==> config.mk <==
export PLATFORM = sky130hd
export DESIGN_NAME = shift_unit
export DESIGN_NICKNAME = d
export VERILOG_FILES = /design/src/rtl/shift_pkg.sv /design/src/rtl/shift_barrel.sv /design/src/rtl/shift_decode.sv /design/src/rtl/shift_merge.sv /design/src/rtl/shift_unit.sv
export SDC_FILE = /design/constraint.sdc
export NUM_CORES = 1
export LEC_CHECK = 0
export BUFFER_PORTS_ARGS = -buffer_cell sky130_fd_sc_hd__buf_2
export CORE_MARGIN = 2
export CORE_UTILIZATION = 40
export DETAILED_ROUTE_END_ITERATION = 12
export SLEW_MARGIN = 20
export SYNTH_ARGS = -nofsm -noshare
export SYNTH_HDL_FRONTEND = slang
export SYNTH_SLANG_ARGS = --single-unit
==> constraint.sdc <==
create_clock -name vclk -period 3.1
set_input_delay 0.155 -clock vclk [all_inputs]
set_output_delay 0.155 -clock vclk [all_outputs]
set_load 0.02 [all_outputs]
==> src/rtl/shift_pkg.sv <==
package shift_pkg;

    localparam int XLEN_DEF = 64;
    localparam int OP_W     = 3;

    typedef enum logic [OP_W-1:0] {
        OPC_NONE  = 3'd0,
        OPC_SHL   = 3'd1,
        OPC_SHR   = 3'd2,
        OPC_ROT   = 3'd3,
        OPC_ROTR  = 3'd4,
        OPC_ROTL  = 3'd5,
        OPC_RSV6  = 3'd6,
        OPC_RSV7  = 3'd7
    } shift_op_e;

    typedef struct packed {
        logic left;
        logic right;
        logic ok;
    } op_class_t;

    function automatic op_class_t classify(shift_op_e op);
        op_class_t c;
        c = '0;
        unique case (op)
            OPC_SHL:                    begin c.left  = 1'b1; c.ok = 1'b1; end
            OPC_SHR:                    begin c.right = 1'b1; c.ok = 1'b1; end
            OPC_ROT, OPC_ROTR, OPC_ROTL: c.ok = 1'b1;
            default:                    c = '0;
        endcase
        return c;
    endfunction

endpackage

==> src/rtl/shift_barrel.sv <==
module shift_barrel #(
    parameter int W    = 64,
    parameter int CW   = 7,
    parameter bit LEFT = 1'b1
) (
    input  logic [W-1:0]  din_i,
    input  logic [CW-1:0] cnt_i,
    input  logic          fill_i,
    output logic [W-1:0]  dout_o
);
    logic [W-1:0] stage [CW+1];

    assign stage[0] = din_i;

    for (genvar i = 0; i < CW; i++) begin : g_stage
        localparam int S = 1 << i;
        logic [W-1:0] moved;
        if (S >= W) begin : g_flood
            assign moved = {W{fill_i}};
        end else if (LEFT) begin : g_left
            assign moved = {stage[i][W-1-S:0], {S{fill_i}}};
        end else begin : g_right
            assign moved = {{S{fill_i}}, stage[i][W-1:S]};
        end
        assign stage[i+1] = cnt_i[i] ? moved : stage[i];
    end

    assign dout_o = stage[CW];
endmodule

==> src/rtl/shift_decode.sv <==
module shift_decode
    import shift_pkg::*;
(
    input  logic [OP_W-1:0] op_i,
    output op_class_t       cls_o
);
    always_comb begin
        cls_o = classify(shift_op_e'(op_i));
    end
endmodule

==> src/rtl/shift_merge.sv <==
module shift_merge
    import shift_pkg::*;
#(
    parameter int XLEN = XLEN_DEF
) (
    input  op_class_t           cls_i,
    input  logic                word_i,
    input  logic                half_fill_i,
    input  logic [XLEN-1:0]     full_l_i,
    input  logic [XLEN-1:0]     full_r_i,
    input  logic [XLEN/2-1:0]   half_l_i,
    input  logic [XLEN/2-1:0]   half_r_i,
    output logic [XLEN-1:0]     data_o
);
    localparam int HALF = XLEN / 2;

    always_comb begin
        data_o = '0;
        if (cls_i.left) begin
            data_o = word_i ? {{HALF{1'b0}}, half_l_i} : full_l_i;
        end else if (cls_i.right) begin
            data_o = word_i ? {{HALF{half_fill_i}}, half_r_i} : full_r_i;
        end
    end
endmodule

==> src/rtl/shift_unit.sv <==
module shift_unit
    import shift_pkg::*;
#(
    parameter int XLEN = XLEN_DEF
) (
    input  logic [OP_W-1:0] op_i,
    input  logic [XLEN-1:0] a_i,
    input  logic [XLEN-1:0] b_i,
    input  logic            word_i,
    input  logic            signed_i,
    output logic [XLEN-1:0] res_o,
    output logic            res_ok_o
);
    localparam int HALF   = XLEN / 2;
    localparam int CNT_W  = $clog2(XLEN) + 1;
    localparam int HCNT_W = $clog2(HALF) + 1;

    op_class_t         cls;
    logic [XLEN-1:0]   full_l, full_r;
    logic [HALF-1:0]   half_l, half_r;
    logic              full_fill, half_fill;
    logic              unused_b;

    assign unused_b  = ^b_i[XLEN-1:CNT_W];
    assign full_fill = signed_i & a_i[XLEN-1];
    assign half_fill = signed_i & a_i[HALF-1];

    shift_decode u_dec (.op_i(op_i), .cls_o(cls));

    shift_barrel #(.W(XLEN), .CW(CNT_W), .LEFT(1'b1)) u_full_l (
        .din_i(a_i), .cnt_i(b_i[CNT_W-1:0]), .fill_i(1'b0), .dout_o(full_l));
    shift_barrel #(.W(XLEN), .CW(CNT_W), .LEFT(1'b0)) u_full_r (
        .din_i(a_i), .cnt_i(b_i[CNT_W-1:0]), .fill_i(full_fill), .dout_o(full_r));
    shift_barrel #(.W(HALF), .CW(HCNT_W), .LEFT(1'b1)) u_half_l (
        .din_i(a_i[HALF-1:0]), .cnt_i(b_i[HCNT_W-1:0]), .fill_i(1'b0), .dout_o(half_l));
    shift_barrel #(.W(HALF), .CW(HCNT_W), .LEFT(1'b0)) u_half_r (
        .din_i(a_i[HALF-1:0]), .cnt_i(b_i[HCNT_W-1:0]), .fill_i(half_fill), .dout_o(half_r));

    shift_merge #(.XLEN(XLEN)) u_merge (
        .cls_i(cls), .word_i(word_i), .half_fill_i(half_fill),
        .full_l_i(full_l), .full_r_i(full_r),
        .half_l_i(half_l), .half_r_i(half_r),
        .data_o(res_o));

    assign res_ok_o = cls.ok;
endmodule

Yosys cells after proc, flatten, opt, wreduce, memory -nomap -nowiden
Cells that the tools add are included.
Widths: inputs -> output; s select.
{"block": "word_totals", "word_cells": 41, "in_bits": 133, "regBits": 0}
{"block": "classes", "n_eq_ne": 5, "reduce_logical": 1, "n_mux": 33, "n_bitwise": 2}
{"operator": "$mux 64", "n": 18}
{"operator": "$mux 32", "n": 12}
{"operator": "$eq 3x2->1 const B", "n": 2}
{"operator": "$eq 3x3->1 const B", "n": 2}
{"operator": "$reduce_or 5->1", "n": 1}
{"operator": "$eq 3x1->1 const B", "n": 1}
{"operator": "$mux 1", "n": 3}
{"operator": "$and 1x1->1", "n": 2}

Longest topological paths before layout
{"block": "depth", "word_depth": 11, "mapped_depth": 11}

Modules after synthesis
From an unflattened synthesis, not the netlist that was laid out.
{"block": "hier_totals", "cells_unflattened": 1913, "hier_area_um2": 16024.1}
{"mod": "shift_barrel at u_full_l", "seq_area_each_um2": 0.0, "area_per_inst_um2": 5272.6, "cells_each": 613, "n_inst": 1}
{"mod": "shift_barrel at u_full_r", "seq_area_each_um2": 0.0, "area_per_inst_um2": 4778.3, "cells_each": 569, "n_inst": 1}
{"mod": "shift_barrel at u_half_l", "seq_area_each_um2": 0.0, "area_per_inst_um2": 2304.7, "cells_each": 276, "n_inst": 1}
{"mod": "shift_barrel at u_half_r", "seq_area_each_um2": 0.0, "area_per_inst_um2": 1969.4, "cells_each": 257, "n_inst": 1}
{"mod": "shift_merge", "seq_area_each_um2": 0.0, "area_per_inst_um2": 1657.8, "cells_each": 191, "n_inst": 1}
{"mod": "shift_decode", "seq_area_each_um2": 0.0, "area_per_inst_um2": 25.0, "cells_each": 4, "n_inst": 1}
{"mod": "shift_unit", "seq_area_each_um2": 0.0, "area_per_inst_um2": 16.3, "cells_each": 3, "n_inst": 1}

Least setup slack after synthesis
No wires, ideal clock.
{"block": "synth_path", "path_kind": "input-to-output", "from": "in b_i[0]", "to": "out res_o[19]", "setup_slack_ns": 0.553, "t_arrival_ns": 2.392, "cell_stages": 11, "n_path_buf": 5, "required_time_ns": 2.945, "cell_sequence": "buf_4 -> buf_6 -> buf_6 -> buf_6 -> buf_6 -> o21bai_1 -> a22oi_1 -> mux4_2 -> a21oi_1 -> nor2_1 -> o31ai_1"}
{"block": "synth_via", "elab_chain_cells": 10, "word_cells_on_any_way": 30}
{"item": "start, declared", "line": "shift_unit.sv:8", "source": "input logic [XLEN-1:0] b_i,"}
{"item": "$mux 64 (7 in a row)", "line": "shift_barrel.sv:25", "source": "assign stage[i+1] = cnt_i[i] ? moved : stage[i];"}
{"item": "$mux 64", "line": "shift_merge.sv:22", "source": "data_o = word_i ? {{HALF{half_fill_i}}, half_r_i} : full_r_i;"}
{"item": "$mux 64", "line": "shift_merge.sv:21", "source": "end else if (cls_i.right) begin"}
{"item": "$mux 64 *", "line": "shift_merge.sv:19", "source": "if (cls_i.left) begin"}
{"item": "end, declared", "line": "shift_unit.sv:11", "source": "output logic [XLEN-1:0] res_o,"}
Every way passes the cells marked *; elsewhere a longest branch is shown, timed or not.

Final worst setup path
{"block": "layout_path", "from": "in b_i[0]", "to": "out res_o[61]"}
Same word-level chain as after synthesis.

==> results.md <==
* Status: completed
* Post-Syn Area per Cell at 8.31 sq um
* Max Fanout on Critical Path at between 60 and 70
* First-pass GRT wire length at 90500 um
* CP dominant cell by count: buf_4
* Vias after detailed routing at around 13000
* Worst Path Required at about 3 ns
* Worst setup margin at 0.121 ns
* Die height at between 150 and 200 um
* Max layer used: met5
* Startpoint Class: primary input
* PostCTS Resize Cnt at 1
* Post-synthesis sequential area ratio at 0
* Antenna Cells at 0
* Synthesized cell area at 0.0108 sq mm
* Place WS at -0.0254 ns
* Post-synthesis compound-gate area fraction at 0.255
* Row count at 60
* Worst slew pin tran at 0.754 ns
* Layout area overhead at 19.1%
* RSZ-0062 raised after global routing: no
* LEAKAGE at 5.27 nW
* First-pass iteration count of the detailed router at 6
* # DRC at 0
* Seq_cells at 0
* Max Slew Vio Count at 0
* Fin util at 0.481
* # placed instances at 1807
* XOR/XNOR Fraction of Synth Area at 0
* Period minus WS final at about 3 ns
* Max transition margin at 0.492
* Vias in the first global route at around 12000
* Gp weighted congestion at about 1.1
* Synth top area share at 0.318
* Post-synthesis simple-gate area fraction at 0.141
* CP startpoint: b_i[0]
* Metal-1 WL at around 25000 um
* Biggest area consumer among synthesized cells: mux4_2
* Critical path arrival at 2.82 ns
* Area contributors post-synth: mux4_2, mux2i_1, mux2_2, nand2_1, a21oi_1
* Hold Path Class: in2out
* Yosys warning total at 0
* GRT Overall Usage at 0.439
* Routed len/inst at 35.6 um
* Final Instance Count excl. Fillers at between 1500 and 2000
* Max Freq at ~340 MHz
* Power Density at between 200 and 250 mW/mm^2
* Die area at about 0.028 sq mm
* Fin. Hold Viols at 0
* Post-synthesis adder-cell area fraction at 0
* Setup crit end kind: output pin
* Initial core utilization at 0.404
* MaxCap Viol Count at 0
* Core area at ~0.027 sq mm
* Iter 0 DRT Violations at between 2000 and 2500
* Cell variety after synth at 70
* Fraction of layout cells with a size suffix above 1 at 0.396
* Register area at 0 sq um
* DP HPWL at around 51000 um
* Combinational family with the most area after synthesis: multiplexers
* Clock Buffer Count at 0
* Design Area, Final at 0.0128 sq mm
* Post-CTS setup buffers at 0
* Setup-failing EPs final at 0
* Layout fillers at 2689
* Crit path cell chain: buf_16 -> buf_4 -> nor2b_1 -> o22ai_1 -> buf_4 -> a21oi_1 -> o21ai_0 -> a211oi_1 -> nand2_1 -> buf_2
* Total gr overflow at 0
* Most common cell after layout, fill and taps aside: buf_4
* Syn_nets at 1429
* Critical path type: in2out
* # IOs at 198
* Final Cycle Share at 0.961
* Met2 WL post-DR at 26900 um
* CP max stage cell: nor2b_1
* Total Wirelength at 64300 um
* Pin count of the biggest net entering global routing at 64
* Max incr delay on CP at between 0.4 and 0.5 ns
* Die W at approximately 170 um
* Proportion of synthesized area in mux cells at 0.528
* Critical path endpoint: res_o[61]
* Initial antenna violation count at 1
* Syn Inst Count at around 1300
* Multi-input logic area at 0.00994 sq mm
* Met3 Wirelength at about 8500 um
* Vias per cell at 7.43
* Layout Nets at 1601
* IO Port Bufs at about 140
* Hold_buf cts at 0
* Final worst hold slack at roughly 0.65 ns
* Final ANT Viol Nets at 0
* Worst VDD drop at between 0.0001 and 0.00015 V
* Placed inst area at between 0.01 and 0.015 sq mm
* Setup tns final at 0 ns
* PnR Total Power at 2.84 mW
* Commonest non-fill, non-tap cells in the layout: buf_4, nand2_1, mux4_2
-- cells by family after synthesis --
group	count (synthesis)
AOI/OAI and AO/OA	403
buffers and inverters	177
and+or+nand+nor	350
muxes	366
-- power by group --
group	total (mW)	internal, mW	switching [mW]
Sequential	0	0	0
Combinational	2.84	1.12	1.72
Clock	0	0	0
-- final cells by class --
class / instances / share of cell area
multi-input cells: 1119 / 0.776
well taps: 341 / 0.0333
inverters: 9 / 0.00283
repair buffers: 338 / 0.188
-- cells in the mapped netlist (22+ instances only) --
| cell | count |
|---|---|
| o211ai_1 | 22 |
| mux2_2 | 70 |
| a21oi_1 | 78 |
| buf_2 | 26 |
| o22ai_1 | 35 |
| buf_1 | 24 |
| nand2_1 | 160 |
| mux4_2 | 152 |
| mux2i_1 | 123 |
| nor2_1 | 101 |
| clkbuf_1 | 95 |
| o21ai_0 | 52 |
| o21ai_1 | 35 |
-- routing by layer --
layer  vias up  track usage
met2      1186        0.641
met1      6552        0.630
met5         -            0
li1       5516            -
met4         2        0.189
met3       161       0.0896
-- critical path: cells and delay by family --
| family | cells | cell delay [ns] |
|---|---|---|
| AO/OA/AOI/OAI | 4 | 1.16 |
| buffers and inverters | 4 | 0.94 |
| AND/OR/NAND/NOR | 2 | 0.56 |
-- worst min path at each step --
stage                  from  endpoint  cells after the start
global placement    op_i[1]  res_ok_o                      3
floorplan           op_i[2]  res_ok_o                      1
finish              op_i[1]  res_ok_o                      3
detailed placement  op_i[1]  res_ok_o                      3
global route        op_i[1]  res_ok_o                      3
CTS                 op_i[1]  res_ok_o                      3
Note: power is estimated with default switching activity, not from simulation.
